### src/rtl/nvb_pkg.sv
`timescale 1ns/1ps
package nvb_pkg;
    localparam int BYTE_W = 8;

    typedef enum logic [1:0] {
        RG_CTRL = 2'd0,
        RG_ADDR = 2'd1,
        RG_DATA = 2'd2,
        RG_KEY  = 2'd3
    } reg_sel_e;

    localparam int B_RD  = 0;
    localparam int B_WR  = 1;
    localparam int B_WEN = 2;
    localparam int B_ERR = 3;
    localparam int B_SEL = 7;

    localparam logic [BYTE_W-1:0] KEY_FIRST  = 8'h55;
    localparam logic [BYTE_W-1:0] KEY_SECOND = 8'hAA;
    localparam logic [BYTE_W-1:0] ERASED     = 8'hFF;

    typedef enum logic [1:0] {K_IDLE, K_HALF, K_ARMED} key_st_e;
    typedef enum logic {W_IDLE, W_RUN} wr_st_e;
    typedef enum logic {R_IDLE, R_FETCH} rd_st_e;
endpackage

### src/rtl/nvb_unlock.sv
`timescale 1ns/1ps
module nvb_unlock
    import nvb_pkg::*;
(
    input  logic              clk,
    input  logic              rst_n,
    input  logic              acc,
    input  logic              key_first,
    input  logic              key_second,
    output logic              armed
);
    key_st_e st, nxt;

    always_ff @(posedge clk) begin
        if (!rst_n) st <= K_IDLE;
        else        st <= nxt;
    end

    always_comb begin
        nxt = K_IDLE;
        unique case (st)
            K_IDLE, K_ARMED: begin
                if (!acc)           nxt = st;
                else if (key_first) nxt = K_HALF;
                else                nxt = K_IDLE;
            end
            K_HALF: begin
                if (!acc)            nxt = K_HALF;
                else if (key_first)  nxt = K_HALF;
                else if (key_second) nxt = K_ARMED;
                else                 nxt = K_IDLE;
            end
            default: nxt = K_IDLE;
        endcase
    end

    always_comb armed = (st == K_ARMED);
endmodule

### src/rtl/nvb_wr_seq.sv
`timescale 1ns/1ps
module nvb_wr_seq
    import nvb_pkg::*;
#(
    parameter int CYC = 16
) (
    input  logic clk,
    input  logic rst_n,
    input  logic start,
    input  logic cancel,
    input  logic err_clr,
    output logic busy,
    output logic commit,
    output logic err
);
    localparam int CW = (CYC > 1) ? $clog2(CYC) : 1;

    wr_st_e        st, nxt;
    logic [CW-1:0] cnt;
    logic          last;

    always_comb last = (cnt == '0);

    always_ff @(posedge clk) begin
        if (!rst_n) begin
            st  <= W_IDLE;
            cnt <= '0;
            err <= 1'b0;
        end else begin
            st <= nxt;
            if (st == W_IDLE && start)        cnt <= CW'(CYC - 1);
            else if (st == W_RUN && !last)    cnt <= cnt - 1'b1;
            if (st == W_RUN && cancel)        err <= 1'b1;
            else if (st == W_RUN && last)     err <= 1'b0;
            else if (err_clr)                 err <= 1'b0;
        end
    end

    always_comb begin
        nxt    = st;
        commit = 1'b0;
        busy   = 1'b0;
        unique case (st)
            W_IDLE: begin
                if (start) nxt = W_RUN;
            end
            W_RUN: begin
                busy = 1'b1;
                if (cancel)    nxt = W_IDLE;
                else if (last) begin
                    nxt    = W_IDLE;
                    commit = 1'b1;
                end
            end
            default: nxt = W_IDLE;
        endcase
    end
endmodule

### src/rtl/nvb_store.sv
`timescale 1ns/1ps
module nvb_store
    import nvb_pkg::*;
#(
    parameter int AW = 8
) (
    input  logic              clk,
    input  logic              rst_n,
    input  logic              we,
    input  logic [AW-1:0]     waddr,
    input  logic [BYTE_W-1:0] wdata,
    input  logic [AW-1:0]     raddr,
    output logic [BYTE_W-1:0] rdata
);
    localparam int DEPTH = 1 << AW;

    logic [BYTE_W-1:0] mem [DEPTH];

    always_ff @(posedge clk) begin
        if (!rst_n) begin
            for (int i = 0; i < DEPTH; i++) mem[i] <= ERASED;
        end else if (we) begin
            mem[waddr] <= wdata;
        end
    end

    always_comb rdata = mem[raddr];
endmodule

### src/rtl/nvb_ctrl.sv
`timescale 1ns/1ps
module nvb_ctrl
    import nvb_pkg::*;
#(
    parameter int WR_CYCLES = 16,
    parameter int AW        = 8
) (
    input  logic              clk,
    input  logic              rst_n,
    input  logic              bus_sel,
    input  logic              bus_we,
    input  logic [1:0]        bus_addr,
    input  logic [BYTE_W-1:0] bus_wdata,
    output logic [BYTE_W-1:0] bus_rdata,
    input  logic              abort_i
);
    logic              ctrl_w, data_w, addr_w, key_first, key_second;
    logic              armed, wr_busy, wr_commit, wr_err, rd_busy;
    logic              rd_go, wr_go, wr_cancel, err_clr;
    logic              sel_q, wen_q;
    logic [BYTE_W-1:0] addr_q, data_q, lat_data, mem_rd;
    logic [AW-1:0]     lat_addr;
    logic              unused_spare;
    rd_st_e            rd_st, rd_nxt;

    always_comb begin
        ctrl_w     = bus_sel && bus_we && (bus_addr == RG_CTRL);
        addr_w     = bus_sel && bus_we && (bus_addr == RG_ADDR);
        data_w     = bus_sel && bus_we && (bus_addr == RG_DATA);
        key_first  = bus_sel && bus_we && (bus_addr == RG_KEY) && (bus_wdata == KEY_FIRST);
        key_second = bus_sel && bus_we && (bus_addr == RG_KEY) && (bus_wdata == KEY_SECOND);
        rd_go      = ctrl_w && bus_wdata[B_RD] && !bus_wdata[B_SEL] && (rd_st == R_IDLE);
        wr_go      = ctrl_w && bus_wdata[B_WR] && !bus_wdata[B_SEL] && bus_wdata[B_WEN]
                     && armed && !wr_busy;
        wr_cancel  = abort_i || (ctrl_w && !bus_wdata[B_WEN]);
        err_clr    = ctrl_w && !bus_wdata[B_ERR];
        unused_spare = ^bus_wdata[6:4];
    end

    nvb_unlock u_key (
        .clk       (clk),
        .rst_n     (rst_n),
        .acc       (bus_sel),
        .key_first (key_first),
        .key_second(key_second),
        .armed     (armed)
    );

    nvb_wr_seq #(.CYC(WR_CYCLES)) u_wseq (
        .clk    (clk),
        .rst_n  (rst_n),
        .start  (wr_go),
        .cancel (wr_cancel),
        .err_clr(err_clr),
        .busy   (wr_busy),
        .commit (wr_commit),
        .err    (wr_err)
    );

    nvb_store #(.AW(AW)) u_mem (
        .clk  (clk),
        .rst_n(rst_n),
        .we   (wr_commit),
        .waddr(lat_addr),
        .wdata(lat_data),
        .raddr(addr_q[AW-1:0]),
        .rdata(mem_rd)
    );

    // read machine: state register
    always_ff @(posedge clk) begin
        if (!rst_n) rd_st <= R_IDLE;
        else        rd_st <= rd_nxt;
    end

    // read machine: next state and outputs
    always_comb begin
        rd_nxt  = rd_st;
        rd_busy = 1'b0;
        unique case (rd_st)
            R_IDLE:  if (rd_go) rd_nxt = R_FETCH;
            R_FETCH: begin
                rd_busy = 1'b1;
                rd_nxt  = R_IDLE;
            end
            default: rd_nxt = R_IDLE;
        endcase
    end

    always_ff @(posedge clk) begin
        if (!rst_n) begin
            sel_q    <= 1'b0;
            wen_q    <= 1'b0;
            addr_q   <= '0;
            data_q   <= '0;
            lat_addr <= '0;
            lat_data <= '0;
        end else begin
            if (ctrl_w) begin
                sel_q <= bus_wdata[B_SEL];
                wen_q <= bus_wdata[B_WEN];
            end
            if (addr_w) addr_q <= bus_wdata;
            if (rd_busy)     data_q <= mem_rd;
            else if (data_w) data_q <= bus_wdata;
            if (wr_go) begin
                lat_addr <= addr_q[AW-1:0];
                lat_data <= data_q;
            end
        end
    end

    always_comb begin
        unique case (bus_addr)
            RG_CTRL: bus_rdata = {sel_q, 3'b000, wr_err, wen_q, wr_busy, rd_busy};
            RG_ADDR: bus_rdata = addr_q;
            RG_DATA: bus_rdata = data_q;
            RG_KEY:  bus_rdata = '0;
            default: bus_rdata = '0;
        endcase
    end
endmodule

### config.mk
export PLATFORM = sky130hd
export DESIGN_NAME = nvb_ctrl
export DESIGN_NICKNAME = d
export VERILOG_FILES = /design/src/rtl/nvb_pkg.sv /design/src/rtl/nvb_unlock.sv /design/src/rtl/nvb_wr_seq.sv /design/src/rtl/nvb_store.sv /design/src/rtl/nvb_ctrl.sv
export SDC_FILE = /design/constraint.sdc
export NUM_CORES = 2
export LEC_CHECK = 0
export ABC_AREA = 0
export BUFFER_PORTS_ARGS = -buffer_cell sky130_fd_sc_hd__buf_2
export CAP_MARGIN = 40
export CORE_MARGIN = 5
export CORE_UTILIZATION = 40
export DETAILED_ROUTE_END_ITERATION = 16
export PLACE_DENSITY = 0.52
export SLEW_MARGIN = 20
export SYNTH_ARGS = -nofsm -noshare
export SYNTH_HDL_FRONTEND = slang
export SYNTH_SLANG_ARGS = --single-unit
### constraint.sdc
create_clock -name clk -period 3.4 [get_ports clk]
set_input_delay 0.34 -clock clk [delete_from_list [all_inputs] [get_ports clk]]
set_output_delay 0.34 -clock clk [all_outputs]
set_load 0.02 [all_outputs]
==> results.txt <==
The tools report the kind of start point of the critical path as a flop. The worst voltage drop across the vdd grid is 0.4493 mV. TritonCTS built the clock tree.

After global routing the overflow that remains totals 0. Setup repair after global routing left no endpoint under its margin. For met3 alone, demand over resource in global routing was 3.619%. The floorplan step set the die height to 504.8 um. The logs give 0.88 ns for the source-to-sink clock delay at the later pin of the worst-skew pair and 6763 for the number of cells produced by synthesis.

The total area inside the core boundary comes to 0.2435 mm^2. The tools report the final standard cell utilization of the core as 46.43%. In this run the number of H-tree levels came out at 4. In the layout the commonest cells are 2049 x sky130_fd_sc_hd__or3_1, 2048 x sky130_fd_sc_hd__edfxtp_1, 702 x sky130_fd_sc_hd__buf_4. For the setup-violating endpoint count in the final report, the log shows 0. The signal on the critical path passes through buf_12, buf_12, buf_4, mux4_2, nor3_2, a211oi_1, o32ai_1, buf_4, o21ai_1, a31o_1.

The clock edge transition at the registers on the reported setup and hold paths was 0.06 ns. The data arrival time at the worst-slack endpoint came out at 4.11 ns. Post-route clock period utilization: 98.19%. The run gives 0 as the max-slew violation count. The global-route met1 utilization was 35.15%; the floorplan die area was 0.2548 mm^2. In this run the static leakage power is 0.03463 uW.

The pre-antenna-repair detailed-routing pass consisted of 5 iterations. The routed via count divided by cell count works out to 6.079. Based on the critical path, the design can be clocked at up to 0.2996 GHz.

The top-level port count is 23, and the number of flops mapped to enable cells by yosys is 2048. At the placement stage, the worst setup path has a slack of -0.2602 ns. On the worst path, the slowest cell contributes a delay of 0.56 ns. Sequential elements use 63.85% of the synthesized area.

The number of nets in the synthesized netlist is 6780. The run gives 38.42% as the routing usage on met2. The logs give 62069 for the via count of the first global-routing pass and 7140 for the violation count after the first detailed-routing iteration. The first global-routing pass estimated 462.1 mm of wire. Leaving out fill and tap cells, the most frequent cell in the layout is sky130_fd_sc_hd__or3_1. The flow ran to the end, and the final reports show no timing, DRC or antenna violations.

Headroom to the max-slew limit came out at 32.80%. The routed wirelength normalized by instance count is 30.87 um, and the final setup skew is 0.06267 ns. For this run, the number of Yosys warnings is 0. The run gives 23 as the number of antenna violations at the first check in global routing.

For this design the ratio of total power to cell area is 503.0 mW/mm^2. The fraction of registers with async set or reset after synthesis works out to 0%. The via count is 62679.

The logs give 20956 for the filler cell count in the final layout and 0 for the DRC violation count after routing. The run gives 0.06169 ns as the final setup slack of the worst path. The post-route antenna net violation count was 0. Counting every sink on the clock net gives 2099. The placed wire-length estimate came out at 202.5 mm. In this run the worst hold path is classified as in -> reg. Busiest layer in global routing: met2. The row count was 181; the count of final hold-check violations was 0.

Along the worst path, the maximum fanout reaches 26. After the last flow step, the layout net total stands at 6924. The hold slack is 0.1405 ns, and the quantity of I/O buffers inserted on ports is 22. The logs give 154 for the pin count of the biggest net entering global routing and 0 for the post-CTS setup-driven buffer insertion count. The slowest stage of the critical path belongs to the cell sky130_fd_sc_hd__mux4_2. Across every metal layer, demand over resource in global routing totals 24.53%.

For the pin with the worst max-slew slack, the measured transition is 1.008 ns. Once the floorplan was initialized, standard cells occupied 40.22% of the core. Counting the buffers created by CTS gives 223. The tools report the routability-driven placement congestion ratio as 0.8816. From left edge to right edge, the die measures 504.8 um. For the data required time of the worst path, the log shows 4.18 ns.

The combined flip-flop and latch cell area came out at 0.06257 mm^2. The routed design could run at a clock period as short as 3.338 ns. A synthesized cell averages 14.48 um^2. For this run, the leading register cell type out of synthesis is sky130_fd_sc_hd__edfxtp_1. The logs give 318.3 mm for the sum of routed wire length over all layers and 71 for the post-synthesis cell type count. The worst setup path is of the reg -> reg kind. Max-cap violations in this run came to 0. The tree is rooted in a sky130_fd_sc_hd__clkbuf_16. The area occupied by multi-input gates is 0.03151 mm^2, and the cell area after technology mapping is 0.09792 mm^2. The growth of design area from synthesis to finish works out to 15.44%. The nature of the critical path endpoint is a flop.

The register bit count reported by yosys is 2099, and the maximum buffer depth of the clock tree is 3. The share of post-route cells with drive strength above 1 came out at 24.17%.
through the flow:
step | TNS [ns] | area [um^2] | cells | total power, uW
finish | 0 | 113000 | 10311 | 56860
CTS | 0 | 112900 | 10295 | 57230
detailed placement | -0.2658 | 105600 | 9862 | 33300
global route | 0 | 113000 | 10306 | 58540
global placement | -0.8270 | 105500 | 9852 | 33250
floorplan | 0 | 97920 | 6763 | 31750
power breakdown:
group          total (uW)  internal (uW)  leakage [uW]  switching (uW)
clock network       24100          13400       0.00346           10600
logic                2880           1220        0.0102            1660
registers           29900          29500        0.0209             386
total               56900          44200        0.0346           12700
per-layer routing:
metal	vias to the layer above	part of all wire, %
li1	26825	-
met3	494	6.6
met2	2453	47
met5	-	0
met1	32907	43
met4	0	3.8
cells by family (layout without fill, tap and decap cells):
| group | Yosys count | after routing | share of synthesized area, % |
|---|---|---|---|
| AO/OA/AOI/OAI | 553 | 553 | 3.426 |
| XOR/XNOR | 2 | 2 | 0.01789 |
| adder cells (fa/ha/maj) | 2 | 2 | 0.02555 |
| buffers and inverters | 944 | 1281 | 4.263 |
| flip-flops | 2099 | 2099 | 63.85 |
| multiplexers | 657 | 657 | 13.21 |
| other | 0 | 9 | 0 |
| AND/OR/NAND/NOR | 2506 | 2506 | 15.21 |
flip-flops by register name, summed over array words and instances, names as in the netlist, named ones only:
name	flops
addr_q	8
sel_q	1
u_mem.mem	2048
lat_data	8
u_wseq.err	1
data_q	8
u_key.st	2
u_wseq.cnt	4
rd_st	1
wen_q	1
lat_addr	8
u_wseq.st	1
layout make-up:
cell class              count  area share, %
diodes                      9        0.01992
clock buffers             289          5.201
clock inverters           129          1.102
inverters                  11        0.04538
multi-input cells        3720          27.88
flip-flops and latches   2099          55.35
well taps                3202          3.544
repair buffers            852          6.855
worst max-delay path, delay by kind of cell, from the launching register on:
family          cells  cell delay (ns)
mux                 1             0.56
buf+inv             4             0.83
compound gates      4             1.05
flops               1             0.46
simple gates        1             0.28
cells in the mapped netlist (11+ instances only):
| cell | instances | area, um^2 |
|---|---|---|
| sky130_fd_sc_hd__or3_1 | 2049 | 12820 |
| sky130_fd_sc_hd__edfxtp_1 | 2048 | 61500 |
| sky130_fd_sc_hd__clkbuf_1 | 778 | 2920 |
| sky130_fd_sc_hd__mux4_2 | 506 | 11400 |
| sky130_fd_sc_hd__o21ai_0 | 288 | 1441 |
| sky130_fd_sc_hd__nand2_1 | 222 | 833.3 |
| sky130_fd_sc_hd__mux2i_1 | 140 | 1401 |
| sky130_fd_sc_hd__buf_2 | 71 | 355.3 |
| sky130_fd_sc_hd__nand3_1 | 60 | 300.3 |
| sky130_fd_sc_hd__nor2_1 | 60 | 225.2 |
| sky130_fd_sc_hd__dfxtp_1 | 51 | 1021 |
| sky130_fd_sc_hd__o22ai_1 | 46 | 287.8 |
| sky130_fd_sc_hd__a21oi_1 | 44 | 220.2 |
| sky130_fd_sc_hd__buf_6 | 35 | 394.1 |
| sky130_fd_sc_hd__o221ai_1 | 30 | 262.8 |
| sky130_fd_sc_hd__a21boi_0 | 26 | 195.2 |
| sky130_fd_sc_hd__and3_1 | 24 | 150.1 |
| sky130_fd_sc_hd__a31oi_1 | 20 | 125.1 |
| sky130_fd_sc_hd__buf_4 | 20 | 150.1 |
| sky130_fd_sc_hd__nor3_1 | 20 | 100.1 |
| sky130_fd_sc_hd__nor2b_1 | 16 | 100.1 |
| sky130_fd_sc_hd__buf_1 | 14 | 52.55 |
| sky130_fd_sc_hd__a211oi_1 | 13 | 97.59 |
| sky130_fd_sc_hd__a2111oi_0 | 12 | 105.1 |
| sky130_fd_sc_hd__a22oi_1 | 12 | 90.09 |
| sky130_fd_sc_hd__and2_1 | 12 | 75.07 |
| sky130_fd_sc_hd__nand2b_1 | 11 | 68.82 |
repair_timing:
action,4_1_cts,5_1_grt
endpoints found under the hold margin,29,0
hold buffers,15,0
gates resized for setup,4,6
endpoints found under the setup margin,2,4
final timing paths:
path              from           to  slack [ns]  depth (start not counted)
max reg2reg       flop    data_q[0]        0.06                         10
min            abort_i    u_wseq.st        0.14                          4
min reg2reg  data_q[5]  lat_data[5]        0.49                          2
max               flop    data_q[0]        0.06                         10
No activity file was read; power rests on OpenSTA's default activity.
